File: config.mk
export PLATFORM = sky130hd
export DESIGN_NAME = heap_insert_ctrl
export DESIGN_NICKNAME = d
export VERILOG_FILES = /design/src/rtl/heap_ins_pkg.sv /design/src/rtl/heap_ins_fsm.sv /design/src/rtl/heap_ins_datapath.sv /design/src/rtl/heap_ins_drive.sv /design/src/rtl/heap_insert_ctrl.sv
export SDC_FILE = /design/constraint.sdc
export NUM_CORES = 1
export LEC_CHECK = 0
export BUFFER_PORTS_ARGS = -buffer_cell sky130_fd_sc_hd__buf_2
export CAP_MARGIN = 10
export CORE_AREA = 10 10 70 72
export CTS_CLUSTER_DIAMETER = 200
export CTS_CLUSTER_SIZE = 30
export DETAILED_ROUTE_END_ITERATION = 10
export DIE_AREA = 0 0 80 82
export HOLD_SLACK_MARGIN = 0.06
export PLACE_DENSITY = 0.74
export SLEW_MARGIN = 10
export SYNTH_ARGS = -nofsm -noshare
export SYNTH_HDL_FRONTEND = slang
export SYNTH_SLANG_ARGS = --single-unit
export TNS_END_PERCENT = 20
File: constraint.sdc
create_clock -name clk -period 5.2 [get_ports clk]
set_clock_uncertainty 0.05 [all_clocks]
set_input_delay 0.78 -clock clk [delete_from_list [all_inputs] [get_ports clk]]
set_output_delay 0.78 -clock clk [all_outputs]
set_load 0.01 [all_outputs]
File: src/rtl/heap_ins_pkg.sv
package heap_ins_pkg;

    typedef enum logic [2:0] {
        ST_IDLE,
        ST_INIT,
        ST_PARENT,
        ST_COMP,
        ST_DONE
    } ins_state_t;

endpackage

File: src/rtl/heap_ins_fsm.sv
module heap_ins_fsm
    import heap_ins_pkg::*;
(
    input  logic       clk,
    input  logic       rst,
    input  logic       start,
    input  logic       heap_nonempty,
    input  logic       val_lt_par,
    input  logic       par_is_root,
    output ins_state_t state
);

    ins_state_t nxt;

    always_ff @(posedge clk) begin
        if (rst) state <= ST_IDLE;
        else     state <= nxt;
    end

    always_comb begin
        nxt = state;
        unique case (state)
            ST_IDLE:   nxt = start ? ST_INIT : ST_IDLE;
            ST_INIT:   nxt = heap_nonempty ? ST_PARENT : ST_DONE;
            ST_PARENT: nxt = ST_COMP;
            ST_COMP:   nxt = (val_lt_par && !par_is_root) ? ST_PARENT : ST_DONE;
            ST_DONE:   nxt = ST_IDLE;
            default:   nxt = ST_IDLE;
        endcase
    end

    // a start pulse outside IDLE never redirects the sequence
    a_r9_busy_start_ignored: assert property (@(posedge clk) disable iff (rst)
        (state == ST_PARENT) |=> (state == ST_COMP));

    // DONE always hands back to IDLE
    a_r7_done_to_idle: assert property (@(posedge clk) disable iff (rst)
        (state == ST_DONE) |=> (state == ST_IDLE));

endmodule

File: src/rtl/heap_ins_datapath.sv
module heap_ins_datapath
    import heap_ins_pkg::*;
#(
    parameter int DATA_W = 8,
    parameter int ADDR_W = 8
) (
    input  logic              clk,
    input  logic              rst,
    input  ins_state_t        state,
    input  logic              start,
    input  logic [DATA_W-1:0] din,
    input  logic [ADDR_W-1:0] count,
    input  logic [DATA_W-1:0] mem_rdata,
    output logic [ADDR_W-1:0] idx,
    output logic [ADDR_W-1:0] par_idx,
    output logic [DATA_W-1:0] val_q,
    output logic [DATA_W-1:0] par_q,
    output logic              val_lt_par,
    output logic              par_is_root,
    output logic              heap_nonempty
);

    localparam logic [ADDR_W-1:0] ONE = {{(ADDR_W-1){1'b0}}, 1'b1};

    always_ff @(posedge clk) begin
        if (rst) begin
            idx   <= '0;
            val_q <= '0;
            par_q <= '0;
        end else begin
            unique case (state)
                ST_IDLE:   if (start) val_q <= din;
                ST_INIT:   idx <= count + ONE;
                ST_PARENT: par_q <= mem_rdata;
                ST_COMP:   if (val_lt_par) idx <= par_idx;
                default:   ;
            endcase
        end
    end

    assign par_idx       = idx >> 1;
    assign par_is_root   = (par_idx == ONE);
    assign val_lt_par    = (val_q < par_q);
    assign heap_nonempty = (count != '0);

    // a move in COMP halves the working index
    a_r6_idx_climbs: assert property (@(posedge clk) disable iff (rst)
        (state == ST_COMP && val_lt_par) |=> (idx == ($past(idx) >> 1)));

    // the captured value holds for the whole operation
    a_r2_value_held: assert property (@(posedge clk) disable iff (rst)
        (state != ST_IDLE) |=> $stable(val_q) || $past(state) == ST_IDLE);

endmodule

File: src/rtl/heap_ins_drive.sv
module heap_ins_drive
    import heap_ins_pkg::*;
#(
    parameter int DATA_W = 8,
    parameter int ADDR_W = 8
) (
    input  ins_state_t        state,
    input  logic [ADDR_W-1:0] idx,
    input  logic [ADDR_W-1:0] par_idx,
    input  logic [DATA_W-1:0] val_q,
    input  logic [DATA_W-1:0] par_q,
    input  logic              val_lt_par,
    output logic [ADDR_W-1:0] mem_addr,
    output logic [DATA_W-1:0] mem_wdata,
    output logic              mem_wen,
    output logic              size_inc,
    output logic              done
);

    always_comb begin
        mem_addr  = idx;
        mem_wdata = val_q;
        mem_wen   = 1'b0;
        size_inc  = 1'b0;
        done      = 1'b0;
        unique case (state)
            ST_IDLE:   ;
            ST_INIT:   size_inc = 1'b1;
            ST_PARENT: mem_addr = par_idx;
            ST_COMP: begin
                mem_wdata = par_q;
                mem_wen   = val_lt_par;
            end
            ST_DONE: begin
                mem_wen = 1'b1;
                done    = 1'b1;
            end
            default:   ;
        endcase
    end

endmodule

File: src/rtl/heap_insert_ctrl.sv
module heap_insert_ctrl
    import heap_ins_pkg::*;
#(
    parameter int DATA_W = 8,
    parameter int ADDR_W = 8
) (
    input  logic              clk,
    input  logic              rst,
    input  logic              start,
    input  logic [DATA_W-1:0] din,
    input  logic [ADDR_W-1:0] count,
    input  logic [DATA_W-1:0] mem_rdata,
    output logic [ADDR_W-1:0] mem_addr,
    output logic [DATA_W-1:0] mem_wdata,
    output logic              mem_wen,
    output logic              size_inc,
    output logic              done
);

    ins_state_t        state;
    logic [ADDR_W-1:0] idx;
    logic [ADDR_W-1:0] par_idx;
    logic [DATA_W-1:0] val_q;
    logic [DATA_W-1:0] par_q;
    logic              val_lt_par;
    logic              par_is_root;
    logic              heap_nonempty;

    heap_ins_fsm u_fsm (
        .clk           (clk),
        .rst           (rst),
        .start         (start),
        .heap_nonempty (heap_nonempty),
        .val_lt_par    (val_lt_par),
        .par_is_root   (par_is_root),
        .state         (state)
    );

    heap_ins_datapath #(.DATA_W(DATA_W), .ADDR_W(ADDR_W)) u_dp (
        .clk           (clk),
        .rst           (rst),
        .state         (state),
        .start         (start),
        .din           (din),
        .count         (count),
        .mem_rdata     (mem_rdata),
        .idx           (idx),
        .par_idx       (par_idx),
        .val_q         (val_q),
        .par_q         (par_q),
        .val_lt_par    (val_lt_par),
        .par_is_root   (par_is_root),
        .heap_nonempty (heap_nonempty)
    );

    heap_ins_drive #(.DATA_W(DATA_W), .ADDR_W(ADDR_W)) u_drv (
        .state      (state),
        .idx        (idx),
        .par_idx    (par_idx),
        .val_q      (val_q),
        .par_q      (par_q),
        .val_lt_par (val_lt_par),
        .mem_addr   (mem_addr),
        .mem_wdata  (mem_wdata),
        .mem_wen    (mem_wen),
        .size_inc   (size_inc),
        .done       (done)
    );

    // the increment strobe lasts one cycle and only follows an accepted start
    a_r3_inc_single: assert property (@(posedge clk) disable iff (rst)
        size_inc |=> !size_inc);
    a_r3_inc_after_start: assert property (@(posedge clk) disable iff (rst)
        size_inc |-> $past(start));

    // done is a single-cycle pulse
    a_r7_done_pulse: assert property (@(posedge clk) disable iff (rst)
        done |=> !done);

    // slot 0 is never a write target
    a_r10_no_slot0: assert property (@(posedge clk) disable iff (rst)
        mem_wen |-> (mem_addr != '0));

    // an ancestor read cycle is never a write
    a_r5_read_only: assert property (@(posedge clk) disable iff (rst)
        (state == ST_PARENT) |-> !mem_wen);

    // reset leaves every strobe low
    a_r1_quiet_after_reset: assert property (@(posedge clk)
        $past(rst) |-> (!mem_wen && !size_inc && !done));

endmodule

==> results of run 1 <==
==> cells by family (layout without fill, tap and decap cells) <==
group / Yosys count / in the layout / share of synthesized area [%]
and+or+nand+nor: 117 / 117 / 31.50
xor gates and xnor gates: 5 / 5 / 2.565
AOI/OAI and AO/OA: 56 / 56 / 20.88
buffers and inverters: 21 / 59 / 6.813
adders and majority gates: 9 / 9 / 6.594
DFF: 27 / 27 / 31.65
==> worst max-delay path, delay by kind of cell, from the launching register on <==
kind	cells	cell delay [ps]
buf+inv	1	130
simple gates	2	890
flops	1	480
compound gates	1	650
==> report_power, final <==
part           leakage [nW]  switching (W)  internal, W
logic                 0.611      0.0000854    0.0000541
registers             0.221      0.0000159     0.000223
clock network        0.0139      0.0000669    0.0000294
==> metrics by stage <==
stage          setup slack, ps  hold slack [ps]
2_1_floorplan             2894            386.3
3_3_place_gp              2342            392.9
3_5_place_dp              2288            397.5
4_1_cts                   1891            417.2
5_1_grt                   1653            441.0
6_report                  1878            415.4
==> cells in the final DEF (no fill, tap or decap), types with 2 or more instances in the layout <==
master    count
nand2b_1      5
dfxtp_1      27
nand3_1       6
ha_1          9
o21ai_0      17
a21oi_1      22
nand4b_1      2
buf_2        45
nand2_1      72
nand3b_1      2
clkbuf_4      3
nor4_1        2
inv_1         9
xor2_1        2
xnor2_1       3
a211oi_2      3
nor2_1       15
o21ai_1       4
and2_1        3
==> worst paths after layout <==
check	startpoint	to	slack [ps]	cells after the start
max reg2reg	u_fsm.state[1]	u_dp.idx[0]	2840	4
max	u_fsm.state[1]	mem_wen	1880	4
min	u_dp.par_q[4]	u_dp.par_q[4]	420	2
min reg2reg	u_dp.par_q[4]	u_dp.par_q[4]	420	2
==> synth_stat cells, drive strengths merged (2+ instances only) <==
master and n:
clkbuf 5, dfxtp 27, nor4 2, nand3 7, nand4b 2, and2 3
xor2 2, nand2b 5, o21ai 22, inv 9, ha 9, a211oi 5
a21oi 22, nand2 73, nor2 15, xnor2 3, nand3b 2, a311oi 2
buf 6
==> sequential cells by signal (all words and copies together) (netlist names) <==
name / count
u_dp.idx: 8
u_fsm.state: 3
u_dp.val_q: 8
u_dp.par_q: 8
==> area by class of cell <==
class                      count  share of cell area, %
clock buffer                   3                  1.155
clock inverter                 1                 0.3851
inverter                      10                  2.182
multi-input combinational    187                  53.92
sequential                    27                  27.73
tap                           48                  3.081
timing repair buffer          45                  11.55
==> metal layers <==
layer / GRT usage, % / part of all wire [%] / vias up
met5: 0 / 0 / -
met4: 2.817 / 0.76 / 0
met1: 15.54 / 47 / 737
met2: 20.22 / 45 / 42
li1: - / - / 872
met3: 3.712 / 7.9 / 4
==> metrics, run 1 <==
status=completed; ys async rst share=0%; Die Wd=roughly 80 µm; Synth Warn #=0; peak supply drop=between 0.0001 and 0.00015 V; Core Region=approximately 3600 µm²; #FFs+latches synth=27; Detailed Place HPWL=3161 µm; RSZ-0062 raised after global routing=false; DR pass1 iterations=4; Final min period=3322 ps; fin cells=roughly 320; Slowest-stage cell, CP=nand3b_1; Pins Over Slew Limit=0; layout cells sized above 1=between 20% and 30%; clock transition at the registers of the reported paths=approximately 160 ps; Die Height=a little over 80 µm; CP Launch Type=flip-flop; Synth Cell Area=approximately 1700 µm²; sequence of cells on the critical path=nand3b_1 -> a211o_1 -> nand2b_1 -> buf_2; nets=between 300 and 400; cts hold-fix bufs=0; cell count after synthesis=approximately 240; TritonCTS clock tree=done; vias per std cell=5.156; DIE AREA=around 6600 µm²; clk_lat worst skew=330 ps; Num CTS Buffers=3; Iter 0 DRT Violations=137; max_cap viols=0; wire length of the first global-routing pass=approximately 6800 µm; GR Overflow Total=0; area share of the largest cell type after synthesis=31.65%; Critical Path Sink Type=output port; Avg Synthesized Cell Area=7.268 µm²; Vias=~1.7k; Post-Syn Nets=approximately 270; routability cong.=approximately 0.80; Placed Area=1919 µm²; Worst Setup Path Type=flip-flop to output port; total negative slack=0 ps; pin count of the biggest net entering global routing=32; PortBufs=45; sequential cell area fraction in the yosys report=a little under a third; Total GRT Usage=12.33%; DR WL/cell=~13 µm; multi-input logic area=between 1000 and 1500 µm²; dpl cells=between 300 and 400; detailed-route wire length=approximately 4200 µm; Top Ports=46; Rows=22; Root Buffer=clkbuf_4; Util after Layout=a little over half; initial antenna violation count=0; synth unique cells=41; residual DRC count=0; diodes inserted=0; Slew HR=~25%; Final Hold Violating Endpoints=0; number of synthesized flops with an enable pin=0; number of fill cells in the layout=roughly 360; PostCTS Resize Cnt=0; Worst Path Arrival=2490 ps; vias in the first global route=around 1.5k; H-tree depth=1; Tot Pwr=0.0004748 W; postcts setup bufs=0; Tcrit/Tclk final=63.89%; Longest Clk Path Bufs=2; Pleak=around 0.85 nW; fmax=~300 MHz; top post-synthesis cells by area=dfxtp_1 32%, nand2_1 16%, ha_1 6.6%; post-route cell area=1949 µm²; main flop type after synthesis=dfxtp_1; Detail Route Antenna Nets=0; P per Cell Area=around 240 nW/µm²; Hold WC Path Type=flip-flop to flip-flop; final setup violation count=0; CTS sink count=27; worst-path fanout max=30; post-synth top area cell=dfxtp_1; Area Overhead vs Synth=14.14%; Seq. cell area=between 500 and 600 µm²; worst-margin pin slew=between 1000 and 1500 ps; required time worst endpoint=around 4400 ps; Worst path max stage delay=roughly 800 ps; Initial Util=47.73%
Note: power is estimated with default switching activity, not from simulation.
==> inputs of run 2 (changes only) <==
==> constraint.sdc (replaced) <==
create_clock -name clk -period 3.3 [get_ports clk]
set_clock_uncertainty 0.05 [all_clocks]
set_input_delay 0.495 -clock clk [delete_from_list [all_inputs] [get_ports clk]]
set_output_delay 0.495 -clock clk [all_outputs]
set_load 0.01 [all_outputs]
==> run 2 against run 1 <==
  * Combinational power up 57%
  * Global-route usage up 0.22 points
  * Register-to-register slack worse by 1400 ps
  * Total power up 56%
  * Via count down 1.7%
  * Sequential cell count unchanged
  * Critical endpoint unchanged
==> metrics, run 2 (same netlist as run 1, synthesis figures left out) <==
pin count of the biggest net entering global routing=32 (unchanged); status=completed (unchanged); Critical Path Sink Type=output port (unchanged); routability cong.=0.8080 (was 0.8007); end of the critical path=mem_wen (unchanged); Placed Area=1927 µm² (was 1919 µm²); H-tree depth=1 (unchanged); DR WL/cell=12.91 µm (was 13.18 µm); worst reg-to-reg path cell count=7 (was 4); Die Height=82 µm (unchanged); DR WL met2=1817 µm (was 1891 µm); Net Sw Power=0.0002573 W (was 0.0001682 W); Final min period=~2500 ps; power share of the combinational group=29.7% (was 29.4%); Total GRT Usage=12.55% (was 12.33%); Slew HR=47.35% (was 25.39%); Worst Path Arrival=2000 ps (was 2490 ps); RSZ-0062 raised after global routing=false (unchanged); Num CTS Buffers=3 (unchanged); Area Overhead vs Synth=14.43% (was 14.14%); Iter 0 DRT Violations=78 (was 137); reg2reg start=u_dp.par_q[2] (was u_fsm.state[1]); PortBufs=45 (unchanged); clk_lat worst skew=320 ps (was 330 ps); Setup WS pre-CTS=1130 ps (was 2288 ps); Detail Route Antenna Nets=0 (unchanged); fmax=approximately 390 MHz; max_cap viols=0 (unchanged); DR pass1 iterations=4 (unchanged); required time worst endpoint=2750 ps (was 4370 ps); Hold WC Path Type=primary input to flip-flop (was flip-flop to flip-flop); cts hold-fix bufs=0 (unchanged); Clock Power Share=19.4% (was 20.3%); Worst setup startpoint=u_dp.par_q[2] (was u_fsm.state[1]); CP Launch Type=flip-flop (unchanged); Rows=22 (unchanged); detailed-route wire length=4156 µm (was 4230 µm); sequence of cells on the critical path=inv_1 -> ha_1 -> a211oi_2 -> o21ai_2 -> a211o_1 -> nand2b_1 -> buf_2 (was nand3b_1 -> a211o_1 -> nand2b_1 -> buf_2); post-route cell area=1954 µm² (was 1949 µm²); Slowest-stage cell, CP=a211o_1 (was nand3b_1); hold path start=din[5] (was u_dp.par_q[4]); metal3 WL=249 µm (was 334 µm); initial antenna violation count=0 (unchanged); worst setup margin=751.0 ps (was 1878 ps); P per Cell Area=378.6 nW/µm² (was 243.6 nW/µm²); worst-path fanout max=5 (was 30); residual DRC count=0 (unchanged); fin cells=322 (was 321); Final Hold Violating Endpoints=0 (unchanged); TritonCTS clock tree=done (unchanged); Longest Clk Path Bufs=2 (unchanged); worst-margin pin slew=787.8 ps (was 1116 ps); Pins Over Slew Limit=0 (unchanged); postcts setup bufs=0 (unchanged); P_int=0.0004825 W (was 0.0003066 W); multi-input logic area=1051 µm² (unchanged); Worst path max stage delay=390 ps (was 790 ps); final setup violation count=0 (unchanged); Top Ports=46 (unchanged); WL met1=2023 µm (was 1971 µm); number of fill cells in the layout=370 (was 356); Root Buffer=clkbuf_4 (unchanged); CTS sink count=27 (unchanged); Vias=1,627 (was 1,655); vias in the first global route=1,540 (was 1,489); vias per std cell=5.053 (was 5.156); peak supply drop=0.0001906 V (was 0.0001197 V); Seq. cell area=540.5 µm² (unchanged); most frequent cells in the layout=72 x nand2_1, 45 x buf_2, 27 x dfxtp_1, 22 x a21oi_1, 17 x o21ai_0 (unchanged); Die Wd=80 µm (unchanged); Worst Setup Path Type=flip-flop to output port (unchanged); commonest non-fill, non-tap cell in the layout=nand2_1 (unchanged); Tcrit/Tclk final=77.24%; R2R setup slack=1430 ps (was 2840 ps); Detailed Place HPWL=3166 µm (was 3161 µm); diodes inserted=0 (unchanged); Initial Util=47.73% (unchanged); GR Overflow Total=0 (unchanged); DIE AREA=6560 µm² (unchanged); Top Metal Used=met4 (unchanged); Sw Ratio=34.78% (was 35.43%); wire length of the first global-routing pass=6768 µm (unchanged); total negative slack=0 ps (unchanged); nets=311 (was 310); Critical R2R Capture=u_dp.idx[0] (unchanged); largest registers=u_dp.idx: 8 flops, u_dp.par_q: 8 flops, u_dp.val_q: 8 flops (unchanged); sequential fraction of design power=50.9% (was 50.3%); Core Region=3578 µm² (unchanged); layout cells sized above 1=22.63% (was 22.34%); dpl cells=318 (was 317); Pleak=0.8534 nW (was 0.8454 nW); PostCTS Resize Cnt=0 (unchanged); clock transition at the registers of the reported paths=140 ps (was 160 ps); Util after Layout=54.62% (was 54.48%)
## run 2: cell count changes in the layout (fill, tap and decap cells not counted), sizes merged
cell,previous run,this run
clkinvlp,1,0
clkinv,1,2
buf,45,46
## run 2: area by class of cell
| cell class | count | share of cell area, % |
|---|---|---|
| multi-input combinational | 187 | 53.78 |
| sequential | 27 | 27.66 |
| timing repair buffer | 46 | 11.91 |
| tap | 48 | 3.073 |
| inverter | 10 | 2.177 |
| clock buffer | 3 | 1.152 |
| clock inverter | 1 | 0.2561 |
## run 2: worst min-delay path by stage
stage	to	depth (start not counted)
after floorplan	u_dp.par_q[1]	2
after global placement	u_dp.par_q[5]	2
after detailed placement	u_dp.par_q[5]	2
after CTS	u_dp.val_q[6]	3
after global routing	u_dp.par_q[1]	3
final	u_dp.val_q[5]	3
## run 2: power groups by stage
stage	clock (W)	sequential [W]	combinational, W
floorplan	0	0.000375	0.000162
global placement	0	0.000383	0.000220
detailed placement	0	0.000383	0.000222
CTS	0.000149	0.000376	0.000223
global route	0.000158	0.000382	0.000249
finish	0.000143	0.000377	0.000220
## run 2: per-layer routing
metal  global-route usage (%)  vias up
li1                         -      873
met1                    16.52      711
met2                    19.10       37
met3                    3.166        6
met4                    5.106        0
met5                        0        -
## run 2: stage by stage
stage | total power [W] | hold WS (ps)
6_report | 0.0007398 | 335.5
3_5_place_dp | 0.0006053 | 397.3
2_1_floorplan | 0.0005373 | 386.3
3_3_place_gp | 0.0006023 | 393.9
5_1_grt | 0.0007889 | 319.6
4_1_cts | 0.0007475 | 319.1
## run 2: worst max-delay path: cells and delay by family (launching register included)
| family | cells | cell delay [ps] |
|---|---|---|
| DFF | 1 | 350 |
| buffers and inverters | 2 | 180 |
| AOI/OAI and AO/OA | 3 | 750 |
| and+or+nand+nor | 1 | 100 |
| adders and majority gates | 1 | 310 |
